[src/rtl/frame_relay_pkg.sv]
`timescale 1ns/1ps
package frame_relay_pkg;
  localparam int OP_W = 3;

  typedef enum logic [OP_W-1:0] {
    OP_NOP   = 3'd0,
    OP_READ  = 3'd1,
    OP_WRITE = 3'd2,
    OP_ACT   = 3'd3,
    OP_PRE   = 3'd4
  } op_e;
endpackage

[src/rtl/relay_rst_sync.sv]
`timescale 1ns/1ps
// Asynchronous assert, synchronous release.
module relay_rst_sync #(
  parameter int STAGES = 2
) (
  input  logic clk,
  input  logic rst_n,
  output logic rst_n_sync
);
  logic [STAGES-1:0] chain_q;
  logic [STAGES-1:0] chain_d;

  always_comb begin
    chain_d = {chain_q[STAGES-2:0], 1'b1};
  end

  always_ff @(posedge clk or negedge rst_n) begin
    if (!rst_n) chain_q <= '0;
    else        chain_q <= chain_d;
  end

  assign rst_n_sync = chain_q[STAGES-1];
endmodule

[src/rtl/frame_fwd_stage.sv]
`timescale 1ns/1ps
// One registered hop toward the next module.
module frame_fwd_stage #(
  parameter int FRAME_W = 120
) (
  input  logic               clk,
  input  logic               rst_n,
  input  logic               in_valid,
  input  logic [FRAME_W-1:0] in_frame,
  output logic               out_valid,
  output logic [FRAME_W-1:0] out_frame
);
  logic               valid_q, valid_d;
  logic [FRAME_W-1:0] frame_q, frame_d;
  logic               frame_en;

  always_comb begin
    frame_en = in_valid;
    valid_d  = in_valid;
    frame_d  = frame_en ? in_frame : frame_q;
  end

  always_ff @(posedge clk or negedge rst_n) begin
    if (!rst_n) begin
      valid_q <= 1'b0;
      frame_q <= '0;
    end else begin
      valid_q <= valid_d;
      frame_q <= frame_d;
    end
  end

  assign out_valid = valid_q;
  assign out_frame = frame_q;
endmodule

[src/rtl/frame_decode.sv]
`timescale 1ns/1ps
// Splits a frame into fields and decides whether this module acts on it.
module frame_decode
  import frame_relay_pkg::*;
#(
  parameter int ID_W   = 3,
  parameter int ADDR_W = 42,
  parameter int DATA_W = 64,
  parameter int ECC_W  = 8,
  localparam int FRAME_W  = ID_W + OP_W + ADDR_W + ECC_W + DATA_W,
  localparam int ECC_LSB  = DATA_W,
  localparam int ADDR_LSB = DATA_W + ECC_W,
  localparam int OP_LSB   = ADDR_LSB + ADDR_W,
  localparam int ID_LSB   = OP_LSB + OP_W
) (
  input  logic               in_valid,
  input  logic [FRAME_W-1:0] in_frame,
  input  logic [ID_W-1:0]    my_id,
  output logic               hit,
  output logic               hit_write,
  output logic [OP_W-1:0]    f_op,
  output logic [ADDR_W-1:0]  f_addr,
  output logic [DATA_W-1:0]  f_data,
  output logic [ECC_W-1:0]   f_ecc
);
  logic [ID_W-1:0] f_id;
  logic            id_match;
  logic            op_known;

  always_comb begin
    f_id     = in_frame[ID_LSB   +: ID_W];
    f_op     = in_frame[OP_LSB   +: OP_W];
    f_addr   = in_frame[ADDR_LSB +: ADDR_W];
    f_ecc    = in_frame[ECC_LSB  +: ECC_W];
    f_data   = in_frame[0        +: DATA_W];
    id_match = (f_id == my_id);
    op_known = (f_op == OP_READ) || (f_op == OP_WRITE) ||
               (f_op == OP_ACT)  || (f_op == OP_PRE);
    hit       = in_valid && id_match && op_known;
    hit_write = hit && (f_op == OP_WRITE);
  end
endmodule

[src/rtl/local_cmd_port.sv]
`timescale 1ns/1ps
// Registers for the DRAM-side command port. Command and address load on
// any accepted command, the write payload only on accepted writes.
module local_cmd_port
  import frame_relay_pkg::*;
#(
  parameter int ADDR_W = 42,
  parameter int DATA_W = 64,
  parameter int ECC_W  = 8
) (
  input  logic              clk,
  input  logic              rst_n,
  input  logic              hit,
  input  logic              hit_write,
  input  logic [OP_W-1:0]   f_op,
  input  logic [ADDR_W-1:0] f_addr,
  input  logic [DATA_W-1:0] f_data,
  input  logic [ECC_W-1:0]  f_ecc,
  output logic              loc_valid,
  output logic [OP_W-1:0]   loc_op,
  output logic [ADDR_W-1:0] loc_addr,
  output logic [DATA_W-1:0] loc_wdata,
  output logic [ECC_W-1:0]  loc_ecc
);
  logic              valid_q, valid_d;
  logic [OP_W-1:0]   op_q, op_d;
  logic [ADDR_W-1:0] addr_q, addr_d;
  logic [DATA_W-1:0] wdata_q, wdata_d;
  logic [ECC_W-1:0]  ecc_q, ecc_d;
  logic              cmd_en, wr_en;

  always_comb begin
    cmd_en  = hit;
    wr_en   = hit_write;
    valid_d = cmd_en;
    op_d    = cmd_en ? f_op   : op_q;
    addr_d  = cmd_en ? f_addr : addr_q;
    wdata_d = wr_en  ? f_data : wdata_q;
    ecc_d   = wr_en  ? f_ecc  : ecc_q;
  end

  always_ff @(posedge clk or negedge rst_n) begin
    if (!rst_n) begin
      valid_q <= 1'b0;
      op_q    <= '0;
      addr_q  <= '0;
      wdata_q <= '0;
      ecc_q   <= '0;
    end else begin
      valid_q <= valid_d;
      op_q    <= op_d;
      addr_q  <= addr_d;
      wdata_q <= wdata_d;
      ecc_q   <= ecc_d;
    end
  end

  assign loc_valid = valid_q;
  assign loc_op    = op_q;
  assign loc_addr  = addr_q;
  assign loc_wdata = wdata_q;
  assign loc_ecc   = ecc_q;
endmodule

[src/rtl/cmd_frame_relay.sv]
`timescale 1ns/1ps
module cmd_frame_relay
  import frame_relay_pkg::*;
#(
  parameter int ID_W   = 3,
  parameter int ADDR_W = 42,
  parameter int DATA_W = 64,
  parameter int ECC_W  = 8,
  localparam int FRAME_W = ID_W + OP_W + ADDR_W + ECC_W + DATA_W
) (
  input  logic               clk,
  input  logic               rst_n,
  input  logic [ID_W-1:0]    my_id,
  input  logic               in_valid,
  input  logic [FRAME_W-1:0] in_frame,
  output logic               fwd_valid,
  output logic [FRAME_W-1:0] fwd_frame,
  output logic               loc_valid,
  output logic [OP_W-1:0]    loc_op,
  output logic [ADDR_W-1:0]  loc_addr,
  output logic [DATA_W-1:0]  loc_wdata,
  output logic [ECC_W-1:0]   loc_ecc
);
  logic              rst_n_sync;
  logic              dec_hit, dec_hit_write;
  logic [OP_W-1:0]   dec_op;
  logic [ADDR_W-1:0] dec_addr;
  logic [DATA_W-1:0] dec_data;
  logic [ECC_W-1:0]  dec_ecc;

  relay_rst_sync #(.STAGES(2)) u_rst_sync (
    .clk        (clk),
    .rst_n      (rst_n),
    .rst_n_sync (rst_n_sync)
  );

  frame_fwd_stage #(.FRAME_W(FRAME_W)) u_fwd (
    .clk       (clk),
    .rst_n     (rst_n_sync),
    .in_valid  (in_valid),
    .in_frame  (in_frame),
    .out_valid (fwd_valid),
    .out_frame (fwd_frame)
  );

  frame_decode #(
    .ID_W(ID_W), .ADDR_W(ADDR_W), .DATA_W(DATA_W), .ECC_W(ECC_W)
  ) u_dec (
    .in_valid  (in_valid),
    .in_frame  (in_frame),
    .my_id     (my_id),
    .hit       (dec_hit),
    .hit_write (dec_hit_write),
    .f_op      (dec_op),
    .f_addr    (dec_addr),
    .f_data    (dec_data),
    .f_ecc     (dec_ecc)
  );

  local_cmd_port #(
    .ADDR_W(ADDR_W), .DATA_W(DATA_W), .ECC_W(ECC_W)
  ) u_loc (
    .clk       (clk),
    .rst_n     (rst_n_sync),
    .hit       (dec_hit),
    .hit_write (dec_hit_write),
    .f_op      (dec_op),
    .f_addr    (dec_addr),
    .f_data    (dec_data),
    .f_ecc     (dec_ecc),
    .loc_valid (loc_valid),
    .loc_op    (loc_op),
    .loc_addr  (loc_addr),
    .loc_wdata (loc_wdata),
    .loc_ecc   (loc_ecc)
  );
endmodule

[config.mk]
export PLATFORM = sky130hd
export DESIGN_NAME = cmd_frame_relay
export DESIGN_NICKNAME = d
export VERILOG_FILES = /design/src/rtl/frame_relay_pkg.sv /design/src/rtl/relay_rst_sync.sv /design/src/rtl/frame_fwd_stage.sv /design/src/rtl/frame_decode.sv /design/src/rtl/local_cmd_port.sv /design/src/rtl/cmd_frame_relay.sv
export SDC_FILE = /design/constraint.sdc
export NUM_CORES = 1
export LEC_CHECK = 0
export BUFFER_PORTS_ARGS = -buffer_cell sky130_fd_sc_hd__buf_2
export CAP_MARGIN = 30
export CORE_MARGIN = 3
export CORE_UTILIZATION = 44
export DETAILED_ROUTE_END_ITERATION = 8
export PLACE_DENSITY_LB_ADDON = 0.3
export SLEW_MARGIN = 20
export SYNTH_ARGS = -nofsm -noshare
export SYNTH_HDL_FRONTEND = slang
export SYNTH_SLANG_ARGS = --single-unit
[constraint.sdc]
create_clock -name clk -period 7.25 [get_ports clk]
set_input_delay 1.8125 -clock clk [delete_from_list [all_inputs] [get_ports clk]]
set_output_delay 1.8125 -clock clk [all_outputs]
set_load 0.02 [all_outputs]
==> results of run 1 <==
[per-stage QoR]
step                        util  area (um^2)  cells  hold slack [ns]  setup WS, ns
after floorplan                -         9076    514           0.3312       0.03654
after global placement    0.5608        11130   1122           0.3397         2.874
after detailed placement  0.5608        11130   1122           0.3396         2.848
after CTS                 0.5976        11860   1161           0.3511         3.395
after global routing      0.5990        11890   1162           0.3578         3.248
final                     0.5991        11890   1163           0.3218         3.454
[how the worst max path moves through the flow]
stage / startpoint / slack [ns] / cells past startpoint / endpoint
after floorplan: u_rst_sync.chain_q[1] / 0.04 / 0 / u_fwd.out_frame[0]
final: in_valid / 3.45 / 5 / u_loc.loc_wdata[31]
after CTS: in_valid / 3.40 / 5 / u_loc.loc_wdata[39]
after detailed placement: in_valid / 2.85 / 5 / u_loc.loc_wdata[43]
after global placement: in_valid / 2.87 / 5 / u_loc.loc_wdata[36]
after global routing: in_valid / 3.25 / 5 / u_loc.loc_wdata[39]
[power by group through the flow]
stage          Combinational [mW]  Clock [mW]  Sequential (mW)
5_1_grt                      1.01        1.24             1.74
6_report                    0.948        1.16             1.71
4_1_cts                     0.961        1.19             1.71
3_3_place_gp                0.943           0             1.72
3_5_place_dp                0.959           0             1.73
2_1_floorplan               0.279           0             2.03
[flip-flops by register name, summed over array words and instances, names as in the netlist]
| signal | count |
|---|---|
| u_fwd.out_frame | 120 |
| u_fwd.out_valid | 1 |
| u_loc.loc_valid | 1 |
| u_loc.loc_addr | 42 |
| u_loc.loc_op | 3 |
| u_loc.loc_wdata | 64 |
| u_loc.loc_ecc | 8 |
| u_rst_sync.chain_q | 2 |
[synthesized netlist by cell type, drive strengths merged]
| library cell | n | area [um^2] |
|---|---|---|
| buf | 15 | 121.4 |
| nor4b | 1 | 8.760 |
| o21ai | 1 | 5.000 |
| mux2 | 237 | 2815 |
| xnor2 | 3 | 26.28 |
| conb | 1 | 3.750 |
| nor3 | 1 | 5.000 |
| inv | 1 | 3.750 |
| clkbuf | 11 | 41.29 |
| nand4 | 1 | 6.260 |
| or3b | 1 | 8.760 |
| dfrtp | 241 | 6031 |
[routing by layer]
metal	vias to the layer above	wire length, um	GRT usage	part of all wire
li1	2555	-	-	-
met1	2760	7951	0.2144	0.37
met2	223	10980	0.3265	0.51
met3	45	1822	0.05058	0.085
met4	0	760	0.06682	0.035
met5	-	0	0	0
[kinds of logic (layout without fill, tap and decap cells)]
logic type / after synthesis / count (layout)
AO/OA/AOI/OAI: 1 / 1
flip-flops: 241 / 241
other: 1 / 2
XOR/XNOR: 3 / 3
buffers and inverters: 27 / 410
AND/OR/NAND/NOR: 4 / 4
multiplexers: 237 / 237
[cell type report]
class | count | area, um^2 | share of cell area
Sequential cell | 241 | 6035 | 0.5075
Multi-Input combinational cell | 246 | 2885 | 0.2427
Timing Repair Buffer | 370 | 1902 | 0.1599
Clock buffer | 37 | 720.7 | 0.06061
Tap cell | 265 | 331.6 | 0.02789
Clock inverter | 2 | 10.01 | 0.0008418
Inverter | 1 | 3.754 | 0.0003157
Antenna cell | 1 | 2.502 | 0.0002105
[layout by cell type, fill, tap and decap left out]
| cell | n |
|---|---|
| clkbuf_16 | 25 |
| buf_4 | 5 |
| inv_1 | 1 |
| dfrtp_4 | 1 |
| buf_2 | 363 |
| nand4_1 | 1 |
| clkinv_2 | 2 |
| nor4b_2 | 1 |
| clkbuf_1 | 7 |
| buf_12 | 1 |
| conb_1 | 1 |
| mux2_4 | 39 |
| or3b_2 | 1 |
| mux2_2 | 198 |
| buf_16 | 1 |
| xnor2_1 | 3 |
| nor3_1 | 1 |
| clkbuf_8 | 5 |
| o21ai_0 | 1 |
| diode_2 | 1 |
| dfrtp_1 | 240 |
==> run summary, run 1 <==
Crit start category: input pin
Crit path max fanout: 72
Buf+Inv Stages, Crit Path: 2
Mean Syn Cell Area: 17.66 um^2
Hold Path Class: flop to async pin
RR Startpoint: u_rst_sync.chain_q[1]
Slowest CP cell: buf_4
CTS Hold Buffers Added: 0
Total routed wirelength: 21510 um
Io pins: 365
Lkg Pwr: 6.138 nW
Pre-antenna DRT Iters: 4
Clock sinks: 241
Seq pwr share: 0.448
RSZ-0062 raised after global routing: false
Die area: 0.02239 mm^2
Total clock buffers created by CTS: 25
Largest net degree at the start of global routing: 127
Fmax: 263.4 MHz
Pwr Density: 320.6 mW/mm^2
Final Max Tran Viols: 0
# resized after CTS: 0
# fillers: 1552
Synth cell types: 16
H-tree depth: 1
Die Ht: 149.6 um
Slew @ Worst Pin: 0.9731 ns
Minimum clock period: 3.796 ns
Via/cell ratio: 4.801
Final critical-path share of the clock period: 0.5237
Post-Synth Adder-Cell Area: 0
Reg-to-reg slack, setup: 5.88 ns
Starting Density: 0.4573
Req. time, crit path: 7.63 ns
Via count: 5583
Num rows: 51
Reg-to-Reg End: u_loc.loc_addr[8]
Synth Area in XOR/XNOR: 0.002895
Synthesis-stage register bit count: 241
Largest family of logic cells by synthesized area: multiplexers
Max VDD drop: 0.1866 mV
DRC: 0
Post-synthesis mux area share: 0.3102
First DRT Iteration DRCs: 160
DPL Wire Length: 15450 um
Gr ovfl total: 0
Setup crit end kind: flop
Status: completed
Port bufs: 364
Most frequent CP cell: buf_4
Gpl congestion: 0.7689
Internal: 2.671 mW
CTS root buffer: clkbuf_16
Synthesis-to-finish area growth: 31.00%
Yosys warnings: 0
Synthesized net count: 640
Die X: 149.6 um
Logic pwr share: 0.249
Simple-gate share of the synthesized area: 0.003171
Post-CTS setup buffers: 0
Relative slew slack: 0.3513
Layout cells sized above 1: 0.7157
Maximum root-to-sink buffer count: 3
Remaining antenna violation count after routing: 0
Complex-gate fraction of the synthesized area: 0.0005514
Crit path arrival time: 4.18 ns
Initial antenna violation count: 0
Power, Total: 3.812 mW
Cells after synthesis: 514
Clk Latency, worst-skew pair: 0.50 ns
Worst R2R Path Depth: 1
First-pass GRT wire length: 32900 um
Max-Cap Viols: 0
Slowest Stage Delay on Critical Path: 0.74 ns
Sw Share: 0.2993
Final Setup Violations: 0
Clock slew at reported path FFs: 0.06 ns
CP cell instances: buf_4, nand4_1, nor4b_2, buf_4, mux2_2
Synthesized area: 0.009076 mm^2
WS Path Type: input pin to flop
Final Hold Vio Count: 0
Sequential cell area fraction in the yosys report: 0.6645
Setup total negative slack: 0 ns
Nets: 1011
Vias in the first global route: 5936
Sw power: 1.141 mW
Core Region: 0.01985 mm^2
Total Routing Usage GR: 0.1842
Clock network fraction of total power: 0.304
TritonCTS clock tree: built
Clock Skews: 0.007633 ns
Top delay family on crit path: buffers and inverters
Routed wire per std cell: 18.50 um
Note: power is estimated with default switching activity, not from simulation.
==> inputs of run 2 (changes only) <==
- ABC_AREA: unset -> 1
- clock period: 7.25 -> 3.25 ns (I/O delays scaled with it)
==> run 2 against run 1 <==
Net effect:
- power is 120% higher
- critical path depth is 3 higher
- clock-buffer cell count decreased by 3
- die area up 2.2%
- core utilization fell by 0.51 points
- synthesized cell count grew 94%
- critical path type unchanged
- largest power group unchanged
==> run summary, run 2 <==
Power, Total: 8.364 mW (+120%)
Clock Skews: 0.007727 ns (+0.00009398 ns)
Yosys top cell by area: dfrtp_1
Routed wire per std cell: 16.94 um (-8.4%)
Post-CTS setup buffers: 0 (unchanged)
Synth cell types: 18 (+2)
Die Ht: 151.3 um (+1.1%)
Via count: 7985 (+43%)
Final Setup Violations: 0 (unchanged)
Max VDD drop: 0.3791 mV (+100%)
Core Region: 0.02049 mm^2 (+3.3%)
Port bufs: 364 (unchanged)
Vias in the first global route: 7794 (+31%)
WS Path Type: input pin to flop
Synthesized net count: 1125 (+76%)
Die area: 0.02289 mm^2 (+2.2%)
Setup ws final: 1.233 ns (-2.221 ns)
Most common cell after layout, fill and taps aside: nand2_1
Slowest CP cell: buf_4
Total routed wirelength: 27580 um (+28%)
Max reg flops: 120 (unchanged)
Lkg Pwr: 7.084 nW (+15%)
Starting Density: 0.4532 (-0.004113)
Top delay family on crit path: buffers and inverters
Dominant synthesized flop cell: dfrtp_1
H-tree depth: 1 (unchanged)
Status: completed
Setup total negative slack: 0 ns (unchanged)
Gr ovfl total: 0 (unchanged)
Total Routing Usage GR: 0.2299 (+0.04568)
Total clock buffers created by CTS: 25 (unchanged)
RSZ-0062 raised after global routing: false
Slew @ Worst Pin: 0.8098 ns (-0.1633 ns)
Crit path max fanout: 72 (unchanged)
DRC: 0 (unchanged)
Synthesis-to-finish area growth: 31.06% (about the same)
Most frequent cells in the layout: 486 x nand2_1, 364 x buf_2, 240 x dfrtp_1
First DRT Iteration DRCs: 410 (+160%)
Relative slew slack: 0.4601 (+0.1088)
Num rows: 52 (+2.0%)
Largest net degree at the start of global routing: 104 (-18%)
Clock sinks: 241 (unchanged)
CP cell instances: buf_2, nand2_1, nand2_1, nand2_1, nor2_4, buf_4, nand4_1, nand2_1
Fmax: 495.7 MHz
Via/cell ratio: 4.905 (+2.2%)
Placed cell count: 1582 (+41%)
Clk Latency, worst-skew pair: 0.51 ns (about the same)
Slowest Stage Delay on Critical Path: 0.61 ns (-0.13 ns)
Gpl congestion: 0.8369 (+8.8%)
Die X: 151.3 um (+1.1%)
Post-Layout Inst Area: 0.01217 mm^2 (+2.4%)
Pwr Density: 687.1 mW/mm^2 (+110%)
Synthesized area: 0.009289 mm^2 (+2.3%)
Buf+Inv Stages, Crit Path: 2 (unchanged)
Layout cells sized above 1: 0.3161 (-0.3996)
Top post-synthesis cells by count: 487 x nand2_1, 241 x dfrtp_1, 72 x nand4_1
# resized after CTS: 0 (unchanged)
Final Hold Vio Count: 0 (unchanged)
Synth top area share: 0.6492 (-0.01522)
CTS root buffer: clkbuf_16
Nets: 1465 (+45%)
First-pass GRT wire length: 41990 um (+28%)
Setup crit end kind: flop
Crit path arrival time: 2.46 ns (-1.72 ns)
Hold Path Class: input pin to async pin
Initial antenna violation count: 1 (+1)
Yosys warnings: 0 (unchanged)
DPL Wire Length: 18800 um (+22%)
Sequential cell area fraction in the yosys report: 0.6492 (-0.01522)
RR Startpoint: u_rst_sync.chain_q[1]
Cells after synthesis: 999 (+94%)
Layout Cells excl Fill: 1628 (+40%)
Final critical-path share of the clock period: 0.6207
Crit start category: input pin
TritonCTS clock tree: built
Io pins: 365 (unchanged)
CTS Hold Buffers Added: 0 (unchanged)
Final Max Tran Viols: 0 (unchanged)
Minimum clock period: 2.017 ns
Most frequent CP cell: nand2_1
Remaining antenna violation count after routing: 0 (unchanged)
Asr flop ratio synth: 1.000 (unchanged)
Clock slew at reported path FFs: 0.06 ns (about the same)
Maximum root-to-sink buffer count: 3 (unchanged)
Req. time, crit path: 3.69 ns (-3.94 ns)
Post-DP Area: 0.01130 mm^2 (+1.5%)
Number of synthesized flops with an enable pin: 0 (unchanged)
Mean Syn Cell Area: 9.298 um^2 (-47%)
Crit. Startpoint: in_valid
Most common cell in the netlist: nand2_1
Place WS: 0.7323 ns (-2.116 ns)
Synthesis-stage register bit count: 241 (unchanged)
Top post-synthesis cells by area: dfrtp_1 65%, nand2_1 20%, nand4_1 4.8%
Max-Cap Viols: 0 (unchanged)
Pre-antenna DRT Iters: 5 (+1)
==> run 2: cell count changes after synthesis, moves of 39 or more <==
cell,delta
o21ai_0,+69
nand4_1,+71
mux2_2,-198
inv_1,+44
mux2_4,-39
nand2_1,+487
==> run 2: metal layers <==
layer,part of all wire,vias to the layer above,global-route usage
li1,-,3842,-
met1,0.39,3770,0.2850
met2,0.48,310,0.3848
met3,0.092,61,0.06643
met4,0.035,2,0.08114
met5,0.00025,-,0
==> run 2: final cells by class <==
type | instances | area [um^2]
Antenna cell | 1 | 2.502
Clock buffer | 34 | 739.5
Clock inverter | 11 | 133.9
Fill cell | 1831 | 8320
Inverter | 46 | 175.2
Multi-Input combinational cell | 647 | 2774
Sequential cell | 241 | 6035
Tap cell | 270 | 337.8
Timing Repair Buffer | 378 | 1977
==> run 2: report_power, final <==
part           internal (mW)  switching (mW)
Sequential              3.42           0.221
Combinational          0.536            1.20
Clock                   1.83            1.16
==> run 2: path summary, 6_finish.rpt <==
path | endpoint | slack, ns | depth (start not counted)
hold / removal | u_rst_sync.chain_q[0] | 0.08 | 1
setup / recovery | u_loc.loc_wdata[41] | 1.23 | 8
max in group asynchronous | u_fwd.out_frame[3] | 2.21 | 1
min in group clk | u_rst_sync.chain_q[1] | 0.36 | 0
hold reg to reg | u_rst_sync.chain_q[1] | 0.36 | 0
setup reg to reg | u_fwd.out_frame[3] | 2.21 | 1
==> run 2: cell families (layout without fill, tap and decap cells) <==
kind of cell / after synthesis / in the layout / synth area share
AND/OR/NAND/NOR: 564 / 564 / 0.2503
flip-flops: 241 / 241 / 0.6492
other: 1 / 2 / 0.0004037
XOR/XNOR: 1 / 1 / 0.0009431
buffers and inverters: 111 / 469 / 0.05523
AO/OA/AOI/OAI: 81 / 81 / 0.04391
==> run 2: stage by stage <==
stage | hold slack [ns] | utilization
finish | 0.07834 | 0.5940
global placement | 0.3361 | 0.5513
detailed placement | 0.3523 | 0.5513
floorplan | 0.3312 | -
CTS | 0.05247 | 0.5939
global route | 0.05718 | 0.5939
